**config.mk**
```make
export PLATFORM = sky130hd
export DESIGN_NAME = asu_pc_carry
export DESIGN_NICKNAME = d
export VERILOG_FILES = /design/src/rtl/asu_pkg.sv /design/src/rtl/asu_arith.sv /design/src/rtl/asu_result_sel.sv /design/src/rtl/asu_pc_reg.sv /design/src/rtl/asu_pc_carry.sv
export SDC_FILE = /design/constraint.sdc
export NUM_CORES = 1
export LEC_CHECK = 0
export BUFFER_PORTS_ARGS = -buffer_cell sky130_fd_sc_hd__clkbuf_2
export CORE_UTILIZATION = 55
export CTS_BUF_LIST = sky130_fd_sc_hd__clkbuf_2
export DETAILED_ROUTE_END_ITERATION = 6
export MAX_ROUTING_LAYER = met4
export PLACE_DENSITY = 0.85
export SLEW_MARGIN = 20
export SYNTH_ARGS = -nofsm -noshare
export SYNTH_HDL_FRONTEND = slang
export SYNTH_SLANG_ARGS = --single-unit
```
**constraint.sdc**
```tcl
create_clock -name clk -period 5.1 [get_ports clk]
set_input_delay 0.51 -clock clk [delete_from_list [all_inputs] [get_ports clk]]
set_output_delay 0.51 -clock clk [all_outputs]
set_load 0.02 [all_outputs]
```
**src/rtl/asu_pkg.sv**
```systemverilog
package asu_pkg;

    typedef enum logic [3:0] {
        OP_ADD  = 4'd0,
        OP_SUB  = 4'd1,
        OP_CMPU = 4'd2,
        OP_CMPS = 4'd3,
        OP_MIN  = 4'd4,
        OP_MAX  = 4'd5,
        OP_SMIN = 4'd6,
        OP_SMAX = 4'd7
    } asu_op_e;

    typedef struct packed {
        logic legal;
        logic is_cmp;
        logic is_add;
        logic use_signed;
        logic pick_max;
        logic is_select;
    } asu_dec_t;

    typedef struct packed {
        logic ult;
        logic slt;
        logic add_cout;
    } asu_flags_t;

    function automatic asu_dec_t asu_decode(input logic [3:0] code);
        asu_dec_t d;
        d = '0;
        d.legal = (code[3] == 1'b0);
        case (code)
            OP_ADD:  d.is_add = 1'b1;
            OP_CMPU: d.is_cmp = 1'b1;
            OP_CMPS: begin d.is_cmp = 1'b1; d.use_signed = 1'b1; end
            OP_MIN:  d.is_select = 1'b1;
            OP_MAX:  begin d.is_select = 1'b1; d.pick_max = 1'b1; end
            OP_SMIN: begin d.is_select = 1'b1; d.use_signed = 1'b1; end
            OP_SMAX: begin d.is_select = 1'b1; d.use_signed = 1'b1; d.pick_max = 1'b1; end
            default: ;
        endcase
        return d;
    endfunction

endpackage

```
**src/rtl/asu_arith.sv**
```systemverilog
module asu_arith #(
    parameter int DATA_W = 32
) (
    input  logic [DATA_W-1:0]  a,
    input  logic [DATA_W-1:0]  b,
    input  logic               do_sub,
    output logic [DATA_W-1:0]  sum,
    output asu_pkg::asu_flags_t flags
);
    localparam int MSB = DATA_W - 1;

    logic [DATA_W-1:0] b_eff;
    logic [DATA_W:0]   wide;

    always_comb begin
        b_eff = do_sub ? ~b : b;
        wide  = {1'b0, a} + {1'b0, b_eff} + {{DATA_W{1'b0}}, do_sub};
        sum   = wide[MSB:0];
        flags.add_cout = wide[DATA_W];
        // subtraction borrows when no carry leaves the top bit
        flags.ult = ~wide[DATA_W];
        // differing signs decide directly, otherwise the unsigned borrow does
        flags.slt = (a[MSB] ^ b[MSB]) ? a[MSB] : ~wide[DATA_W];
    end
endmodule

```
**src/rtl/asu_result_sel.sv**
```systemverilog
module asu_result_sel #(
    parameter int DATA_W = 32
) (
    input  asu_pkg::asu_dec_t   dec,
    input  logic [DATA_W-1:0]   a,
    input  logic [DATA_W-1:0]   b,
    input  logic [DATA_W-1:0]   sum,
    input  asu_pkg::asu_flags_t flags,
    output logic [DATA_W-1:0]   result,
    output logic                carry
);
    logic lt;

    always_comb begin
        lt = dec.use_signed ? flags.slt : flags.ult;
        if (dec.is_add) begin
            carry = flags.add_cout;
        end else begin
            carry = lt;
        end
        if (dec.is_select) begin
            result = (lt ^ dec.pick_max) ? a : b;
        end else begin
            result = sum;
        end
    end
endmodule

```
**src/rtl/asu_pc_reg.sv**
```systemverilog
module asu_pc_reg #(
    parameter int DATA_W = 32
) (
    input  logic              clk,
    input  logic              rst,
    input  logic              ctx_load,
    input  logic [DATA_W-1:0] ctx_value,
    input  logic              flag_upd,
    input  logic              addr_upd,
    input  logic [DATA_W-1:0] new_value,
    input  logic              new_carry,
    output logic [DATA_W-1:0] pc
);
    localparam int MSB = DATA_W - 1;

    always_ff @(posedge clk) begin
        if (rst) begin
            pc <= '0;
        end else if (ctx_load) begin
            pc <= ctx_value;
        end else if (flag_upd) begin
            pc[0] <= new_carry;
            if (addr_upd) begin
                pc[MSB:1] <= new_value[MSB:1];
            end
        end
    end
endmodule

```
**src/rtl/asu_pc_carry.sv**
```systemverilog
module asu_pc_carry #(
    parameter int DATA_W = 32,
    parameter int IDX_W  = 5,
    parameter int PC_IDX = 0
) (
    input  logic              clk,
    input  logic              rst,
    input  logic              op_valid,
    input  logic [3:0]        op_code,
    input  logic [DATA_W-1:0] opnd_a,
    input  logic [DATA_W-1:0] opnd_b,
    input  logic [IDX_W-1:0]  dst_sel,
    input  logic              ctx_valid,
    input  logic [DATA_W-1:0] ctx_pc,
    output logic              res_we,
    output logic [IDX_W-1:0]  res_dst,
    output logic [DATA_W-1:0] res_data,
    output logic [DATA_W-1:0] pc_q,
    output logic              carry_flag
);
    import asu_pkg::*;

    localparam logic [IDX_W-1:0] PC_SEL = IDX_W'(PC_IDX);

    asu_dec_t          dec;
    asu_flags_t        flags;
    logic [DATA_W-1:0] sum;
    logic [DATA_W-1:0] result;
    logic              carry;
    logic              accept;
    logic              to_pc;

    always_comb begin
        dec    = asu_decode(op_code);
        accept = op_valid && !ctx_valid && dec.legal;
        to_pc  = (dst_sel == PC_SEL) && !dec.is_cmp;
    end

    asu_arith #(.DATA_W(DATA_W)) arith_i (
        .a      (opnd_a),
        .b      (opnd_b),
        .do_sub (!dec.is_add),
        .sum    (sum),
        .flags  (flags)
    );

    asu_result_sel #(.DATA_W(DATA_W)) sel_i (
        .dec    (dec),
        .a      (opnd_a),
        .b      (opnd_b),
        .sum    (sum),
        .flags  (flags),
        .result (result),
        .carry  (carry)
    );

    asu_pc_reg #(.DATA_W(DATA_W)) pc_i (
        .clk       (clk),
        .rst       (rst),
        .ctx_load  (ctx_valid),
        .ctx_value (ctx_pc),
        .flag_upd  (accept),
        .addr_upd  (to_pc),
        .new_value (result),
        .new_carry (carry),
        .pc        (pc_q)
    );

    always_ff @(posedge clk) begin
        if (rst) begin
            res_we   <= 1'b0;
            res_dst  <= '0;
            res_data <= '0;
        end else begin
            res_we <= accept && !dec.is_cmp && !to_pc;
            if (accept) begin
                res_dst  <= dst_sel;
                res_data <= result;
            end
        end
    end

    assign carry_flag = pc_q[0];
endmodule

```
==> results of run 1 <==
[cells in the final DEF (no fill, tap or decap), types with 25 or more instances in the layout]
master,instances
a22oi_1,32
nor2_1,84
nor3_1,31
o22ai_1,25
clkbuf_2,187
o21ai_0,34
nand2b_1,38
xnor2_1,44
dfxtp_1,70
ha_1,31
nand2_1,93
a21oi_1,41
[registers in the layout, indices dropped and copies added (netlist names)]
| name | flops |
|---|---|
| res_dst | 5 |
| pc_i.pc | 32 |
| res_data | 32 |
| res_we | 1 |
[per-layer routing]
layer  vias up  wire length [um]
met2       392              9960
met3        91              1610
met1      3471              9050
met4         0              1740
met5         -                 0
li1       3581                 -
[area by class of cell]
cell class	count	area, sq um
clock buffer	9	45.0
clock inverter	5	28.8
fill	1055	3960
inverter	8	30.0
multi-input combinational	731	4800
sequential	70	1400
tap	143	179
timing repair buffer	194	1020
[worst reg2reg max path, delay by kind of cell, from the launching register on]
kind | cells | cell delay, ns
compound gates | 2 | 0.17
flops | 1 | 0.39
simple gates | 1 | 0.32
[worst paths after layout]
path | start | endpoint | slack [ns] | cells past startpoint
worst max register to register | pc_i.pc[31]$_SDFFE_PP0P_ | pc_i.pc[31]$_SDFFE_PP0P_ | 4.13 | 3
worst min-delay path | dst_sel[3] | res_dst[3]$_SDFFE_PP0P_ | 0.22 | 3
worst max-delay path | op_code[3] | pc_i.pc[15]$_SDFFE_PP0P_ | 0.77 | 16
worst min register to register | res_dst[4]$_SDFFE_PP0P_ | res_dst[4]$_SDFFE_PP0P_ | 0.47 | 2
[cells by family after synthesis]
logic type / after synthesis / synth area share (%)
AND/OR/NAND/NOR: 345 / 26.4
XOR/XNOR: 52 / 7.00
flip-flops: 70 / 21.5
multiplexers: 4 / 0.615
adder cells (fa/ha/maj): 32 / 6.27
buffers and inverters: 86 / 5.23
AO/OA/AOI/OAI: 298 / 33.0
[where the power goes]
| part | switching [uW] | leakage, uW | internal (uW) | total (uW) |
|---|---|---|---|---|
| Clock | 202 | 0.0000471 | 55.3 | 258 |
| Combinational | 512 | 0.00252 | 288 | 800 |
| Sequential | 18.6 | 0.000574 | 578 | 597 |
[per-stage QoR]
stage / util (%) / total power (uW) / hold slack, ns / instances
2_1_floorplan: - / 1130 / 0.535 / 887
3_3_place_gp: 64.8 / 1380 / 0.443 / 1146
3_5_place_dp: 64.8 / 1390 / 0.450 / 1146
4_1_cts: 65.5 / 1630 / 0.188 / 1160
5_1_grt: 65.5 / 1740 / 0.187 / 1160
6_report: 65.5 / 1650 / 0.217 / 1160
==> impl_metrics.xml, run 1 <==
<?xml version="1.0" encoding="UTF-8"?>
<metrics>
  <group name="power">
    <metric name="vdd_drop_max" unit="V">0.000160</metric>
    <metric name="p_per_area" unit="nW/um^2">220</metric>
    <metric name="total_leakage_power" unit="uW">0.00314</metric>
  </group>
  <group name="setup_path">
    <metric name="cp_num_buf_inv" unit="">4</metric>
    <metric name="crit_chain" unit="">clkbuf_2, nor4_4, buf_12, xnor2_1, inv_1, fa_1, and2b_1, o2111ai_1, a211o_1, o2bb2ai_2, a211oi_4, o31a_1, buf_4, a2111oi_0, a211oi_1, o22ai_1</metric>
    <metric name="critical_path.slowest_cell" unit="">a211oi_4</metric>
    <metric name="worstSetupPathType" unit="">input port to flop</metric>
    <metric name="critPathLaunchType" unit="">input port</metric>
    <metric name="critical_path_fanouts_max" unit="">35</metric>
    <metric name="worst-endpoint-required" unit="ns">5.45</metric>
    <metric name="critical-path-top-delay-family" unit="">compound AO/OA/AOI/OAI gates</metric>
    <metric name="peak_per_stage_delay_on_the_critical_path" unit="ns">0.48</metric>
    <metric name="crit_path_end_kind" unit="">flop</metric>
    <metric name="arrival" unit="ns">4.68</metric>
  </group>
  <group name="clock_network">
    <metric name="worst_skew_pair.late_latency" unit="ns">0.50</metric>
    <metric name="cts-root-buf" unit="">clkbuf_2</metric>
    <metric name="cts_setup_buffers" unit="">0</metric>
    <metric name="clock_tree.htree_level_count" unit="">3</metric>
    <metric name="cts-resized-gates" unit="">0</metric>
    <metric name="cts_max_path_buffers" unit="">2</metric>
    <metric name="clock_slew_at_reported_path_ffs" unit="ns">0.19</metric>
    <metric name="clock_tree_from_tritoncts" unit="">built</metric>
    <metric name="numCtsBuffers" unit="">9</metric>
    <metric name="cts_num_sinks" unit="">70</metric>
    <metric name="hold_buffers" unit="">0</metric>
  </group>
  <group name="grt">
    <metric name="grt_use_met2" unit="%">56.6</metric>
    <metric name="antenna_found_initial" unit="">0</metric>
    <metric name="maximum_number_of_pins_on_one_net_before_global_route_repair" unit="">128</metric>
    <metric name="first_global_vias" unit="">6844</metric>
    <metric name="first_pass_grt_wire_length" unit="um">35400</metric>
    <metric name="grt_use_met1" unit="%">44.6</metric>
    <metric name="grt.busiest_layer" unit="">met2</metric>
    <metric name="use_met3" unit="%">5.03</metric>
    <metric name="globalRouteTotalUtil" unit="%">36.7</metric>
    <metric name="overflow" unit="">0</metric>
  </group>
  <group name="route">
    <metric name="final_antenna_net_count" unit="">0</metric>
    <metric name="first_iter_violations" unit="">673</metric>
    <metric name="vias_per_cell" unit="">6.50</metric>
    <metric name="detailroute.via_count" unit="">7535</metric>
    <metric name="wire_per_inst" unit="um">19.3</metric>
    <metric name="routed_wl" unit="um">22400</metric>
    <metric name="drt-pass1-iter-count" unit="">5</metric>
    <metric name="drt_drc_violations_left" unit="">0</metric>
  </group>
  <group name="yosys">
    <metric name="synthesis.nets" unit="">1028</metric>
    <metric name="netlist-cell-type-count" unit="">61</metric>
    <metric name="netlist.area_leader.share" unit="%">21.5</metric>
    <metric name="ys.warnings.count" unit="">0</metric>
    <metric name="synth_seq_area_share" unit="%">21.5</metric>
    <metric name="synth_enable_flop_cells" unit="">0</metric>
    <metric name="synthMostInstantiatedCell" unit="">nand2_1</metric>
    <metric name="ys_seq_elements" unit="">70</metric>
    <metric name="synth_top_area_cell" unit="">dfxtp_1</metric>
    <metric name="synth_area_per_cell" unit="sq um">7.34</metric>
    <metric name="top_cells_by_area_synth" unit="">dfxtp_1 (22%), ha_1 (6.0%), xnor2_1 (5.9%), nand2_1 (5.4%), nor2_1 (4.8%)</metric>
    <metric name="async_flop_share" unit="%">0</metric>
    <metric name="post_synth_instance_area" unit="sq um">6510</metric>
    <metric name="post_synth_inst_count" unit="">887</metric>
    <metric name="synth-main-ff-cell" unit="">dfxtp_1</metric>
    <metric name="ys_top_cells_by_count" unit="">nand2_1 (93), nor2_1 (84), dfxtp_1 (70), clkbuf_1 (68), xnor2_1 (44)</metric>
  </group>
  <group name="layout">
    <metric name="final_cell_area" unit="sq um">7510</metric>
    <metric name="syn_to_final_growth" unit="%">15.3</metric>
    <metric name="drive_above_1_share" unit="%">21.4</metric>
    <metric name="fin_nets" unit="">1155</metric>
    <metric name="diodes" unit="">0</metric>
  </group>
  <group name="flow_run">
    <metric name="timing.max_cap.violations" unit="">0</metric>
  </group>
  <group name="die">
    <metric name="die_width" unit="um">111</metric>
    <metric name="die-area" unit="sq um">12300</metric>
    <metric name="placeableCoreArea" unit="sq um">11500</metric>
    <metric name="start_util" unit="%">56.7</metric>
    <metric name="row_count" unit="">39</metric>
    <metric name="die_height" unit="um">111</metric>
    <metric name="ios" unit="">180</metric>
  </group>
  <group name="place">
    <metric name="detailed_place_hpwl" unit="um">16900</metric>
    <metric name="pre_cts_slack" unit="ns">0.280</metric>
    <metric name="gp_congestion" unit="">0.976</metric>
    <metric name="numPortBuffers" unit="">179</metric>
    <metric name="cell_area_reported_after_detailed_placement" unit="sq um">7430</metric>
  </group>
  <group name="sta">
    <metric name="finalClockSkew" unit="ns">0</metric>
    <metric name="postLayoutSetupSlackWorst" unit="ns">0.769</metric>
    <metric name="hold_violations" unit="">0</metric>
    <metric name="slew_viol_final" unit="">0</metric>
    <metric name="timing.final.crit_period" unit="ns">4.33</metric>
    <metric name="rsz_0062_raised_after_global_routing" unit="">false</metric>
    <metric name="min_period_over_period" unit="%">84.9</metric>
    <metric name="max_freq" unit="MHz">231</metric>
    <metric name="report.final.setup_viol" unit="">0</metric>
    <metric name="timing_worst_slew_pin_value" unit="ns">1.14</metric>
    <metric name="timing.setup.tns" unit="ns">0</metric>
    <metric name="worst_slew_margin_rel" unit="%">23.6</metric>
  </group>
  <group name="outcome">
    <metric name="run_status" unit="">complete, no violations</metric>
  </group>
  <group name="hold_path">
    <metric name="timing.hold.worst.class" unit="">input port to flop</metric>
  </group>
</metrics>
Note: power is estimated with default switching activity, not from simulation.
==> inputs of run 2 (changes only) <==
--- a/config.mk
+++ b/config.mk
@@ -6,11 +6,11 @@
 export NUM_CORES = 1
 export LEC_CHECK = 0
 export BUFFER_PORTS_ARGS = -buffer_cell sky130_fd_sc_hd__clkbuf_2
-export CORE_UTILIZATION = 55
+export CORE_UTILIZATION = 50
 export CTS_BUF_LIST = sky130_fd_sc_hd__clkbuf_2
 export DETAILED_ROUTE_END_ITERATION = 6
 export MAX_ROUTING_LAYER = met4
-export PLACE_DENSITY = 0.85
+export PLACE_DENSITY = 0.82
 export SLEW_MARGIN = 20
 export SYNTH_ARGS = -nofsm -noshare
 export SYNTH_HDL_FRONTEND = slang
==> constraint.sdc (replaced) <==
create_clock -name clk -period 3.7 [get_ports clk]
set_input_delay 0.37 -clock clk [delete_from_list [all_inputs] [get_ports clk]]
set_output_delay 0.37 -clock clk [all_outputs]
set_load 0.02 [all_outputs]
==> impl_metrics.xml, run 2 (synthesized netlist as in run 1, its figures left out) <==
<?xml version="1.0" encoding="UTF-8"?>
<metrics>
  <group name="sta">
    <metric name="worst_slew_margin_rel" unit="%">29.9</metric>
    <metric name="min_period_over_period" unit="%">96.7</metric>
    <metric name="slew_viol_final" unit="">0</metric>
    <metric name="hold_violations" unit="">0</metric>
    <metric name="fin_hold_ws" unit="ns">0.0689</metric>
    <metric name="postLayoutSetupSlackWorst" unit="ns">0.122</metric>
    <metric name="report.final.setup_viol" unit="">0</metric>
    <metric name="timing.setup.tns" unit="ns">0</metric>
    <metric name="timing.final.crit_period" unit="ns">3.58</metric>
    <metric name="finalClockSkew" unit="ns">0</metric>
    <metric name="max_freq" unit="MHz">279</metric>
    <metric name="timing_worst_slew_pin_value" unit="ns">1.05</metric>
  </group>
  <group name="layout">
    <metric name="fin_nets" unit="">1296</metric>
    <metric name="layout_common_cells" unit="">clkbuf_2 (187), buf_4 (151), nand2_1 (93)</metric>
    <metric name="layout_commonest_cell" unit="">clkbuf_2</metric>
    <metric name="syn_to_final_growth" unit="%">33.1</metric>
    <metric name="post_layout_nonfiller_instances" unit="">1332</metric>
    <metric name="top_regs" unit="">pc_i.pc: 32 flops, res_data: 32 flops, res_dst: 5 flops</metric>
    <metric name="diodes" unit="">0</metric>
    <metric name="drive_above_1_share" unit="%">31.2</metric>
  </group>
  <group name="die">
    <metric name="ios" unit="">180</metric>
    <metric name="die_height" unit="um">116</metric>
    <metric name="start_util" unit="%">51.4</metric>
    <metric name="die_width" unit="um">116</metric>
    <metric name="row_count" unit="">41</metric>
    <metric name="die-area" unit="sq um">13500</metric>
    <metric name="placeableCoreArea" unit="sq um">12700</metric>
  </group>
  <group name="clock_network">
    <metric name="cts_max_path_buffers" unit="">2</metric>
    <metric name="cts-root-buf" unit="">clkbuf_2</metric>
    <metric name="cts_num_sinks" unit="">70</metric>
    <metric name="worst_skew_pair.late_latency" unit="ns">0.51</metric>
    <metric name="clock_slew_at_reported_path_ffs" unit="ns">0.20</metric>
    <metric name="clock_tree_from_tritoncts" unit="">built</metric>
    <metric name="clock_tree.htree_level_count" unit="">3</metric>
    <metric name="numCtsBuffers" unit="">9</metric>
    <metric name="hold_buffers" unit="">0</metric>
  </group>
  <group name="power">
    <metric name="switching_power_of_the_nets" unit="uW">1070</metric>
    <metric name="total_leakage_power" unit="uW">0.00387</metric>
    <metric name="share_clk_of_total_power" unit="%">16.6</metric>
    <metric name="intPower" unit="uW">1540</metric>
    <metric name="post-layout-total-power" unit="uW">2600</metric>
    <metric name="power_frac_comb" unit="%">51.8</metric>
    <metric name="sequentialPowerShare" unit="%">31.6</metric>
    <metric name="p_per_area" unit="nW/um^2">301</metric>
    <metric name="vdd_drop_max" unit="V">0.000195</metric>
    <metric name="power.share.switching" unit="%">40.9</metric>
  </group>
  <group name="setup_path">
    <metric name="arrival" unit="ns">3.98</metric>
    <metric name="peak_per_stage_delay_on_the_critical_path" unit="ns">0.43</metric>
    <metric name="crit_path_frequent_cell" unit="">buf_4</metric>
    <metric name="crit_chain" unit="">clkbuf_2, nor4_4, buf_4, xnor2_1, inv_1, fa_1, and2b_1, o2111ai_1, a211o_1, o2bb2ai_2, a211oi_4, o31a_1, buf_4, a2111oi_0, nor3_1, o22ai_1</metric>
    <metric name="worstSetupPathType" unit="">input port to flop</metric>
    <metric name="worst-endpoint-required" unit="ns">4.10</metric>
    <metric name="critical_path_fanouts_max" unit="">23</metric>
    <metric name="critical_path.slowest_cell" unit="">nor3_1</metric>
    <metric name="crit_path_end_kind" unit="">flop</metric>
    <metric name="critPathLaunchType" unit="">input port</metric>
  </group>
  <group name="route">
    <metric name="drt_drc_violations_left" unit="">0</metric>
    <metric name="routed_wl" unit="um">23500</metric>
    <metric name="detailroute.via_count" unit="">8122</metric>
    <metric name="drt-pass1-iter-count" unit="">6</metric>
    <metric name="wire_per_inst" unit="um">17.6</metric>
    <metric name="final_antenna_net_count" unit="">0</metric>
    <metric name="vias_per_cell" unit="">6.10</metric>
    <metric name="first_iter_violations" unit="">771</metric>
  </group>
  <group name="hold_path">
    <metric name="timing.hold.worst.class" unit="">input port to flop</metric>
  </group>
  <group name="grt">
    <metric name="first_pass_grt_wire_length" unit="um">36200</metric>
    <metric name="globalRouteTotalUtil" unit="%">35.6</metric>
    <metric name="antenna_found_initial" unit="">0</metric>
    <metric name="maximum_number_of_pins_on_one_net_before_global_route_repair" unit="">128</metric>
    <metric name="overflow" unit="">0</metric>
    <metric name="first_global_vias" unit="">7301</metric>
  </group>
  <group name="place">
    <metric name="pre_cts_slack" unit="ns">-0.456</metric>
    <metric name="detailed_place_hpwl" unit="um">18100</metric>
    <metric name="numPortBuffers" unit="">179</metric>
    <metric name="placedCellCount" unit="">1304</metric>
    <metric name="gp_congestion" unit="">0.987</metric>
  </group>
  <group name="flow_run">
    <metric name="timing.max_cap.violations" unit="">0</metric>
  </group>
  <group name="outcome">
    <metric name="run_status" unit="">complete, no violations</metric>
  </group>
</metrics>
run 2: power by group through the flow:
stage,clock [uW],combinational (uW),sequential [uW]
final,433,1350,822
after global routing,473,1450,826
after CTS,436,1320,821
after detailed placement,0,1310,836
after global placement,0,1290,836
after floorplan,0,677,883
run 2: worst paths after layout:
path / end / slack (ns) / cells past startpoint / startpoint
worst min-delay path: res_dst[1]$_SDFFE_PP0P_ / 0.07 / 3 / dst_sel[1]
worst max register to register: pc_i.pc[0]$_SDFFE_PP0P_ / 2.76 / 3 / pc_i.pc[0]$_SDFFE_PP0P_
worst min register to register: res_dst[0]$_SDFFE_PP0P_ / 0.47 / 2 / res_dst[0]$_SDFFE_PP0P_
worst max-delay path: pc_i.pc[6]$_SDFFE_PP0P_ / 0.12 / 16 / op_code[3]
run 2: metal layers:
| layer | part of all wire [%] | GRT usage (%) |
|---|---|---|
| met5 | 0 | - |
| met4 | 5.9 | 19.8 |
| met3 | 7.2 | 4.97 |
| met2 | 46 | 56.5 |
| met1 | 41 | 43.5 |
run 2: final cells by class:
type	count	area, sq um
Tap cell	172	215
Clock inverter	7	63.8
Fill cell	1109	4010
Inverter	8	30.0
Clock buffer	9	45.0
Multi-Input combinational cell	731	4820
Sequential cell	70	1400
Timing Repair Buffer	335	2090
run 2: worst max-delay path: cells and delay by family:
kind	cells	cell delay, ns
AO/OA/AOI/OAI	7	1.41
AND/OR/NAND/NOR	3	0.91
buffers and inverters	4	0.69
adder cells (fa/ha/maj)	1	0.42
XOR/XNOR	1	0.16
run 2: metrics by stage:
stage,instance area (sq um),util (%)
after floorplan,6540,-
after global placement,8440,66.6
after detailed placement,8440,66.6
after CTS,8550,67.5
after global routing,8660,68.4
final,8660,68.4
run 2: repair_timing:
item                                    4_1_cts  5_1_grt
resized for setup                             0        9
endpoints found under the setup margin        0       34
setup buffers                                 0       11
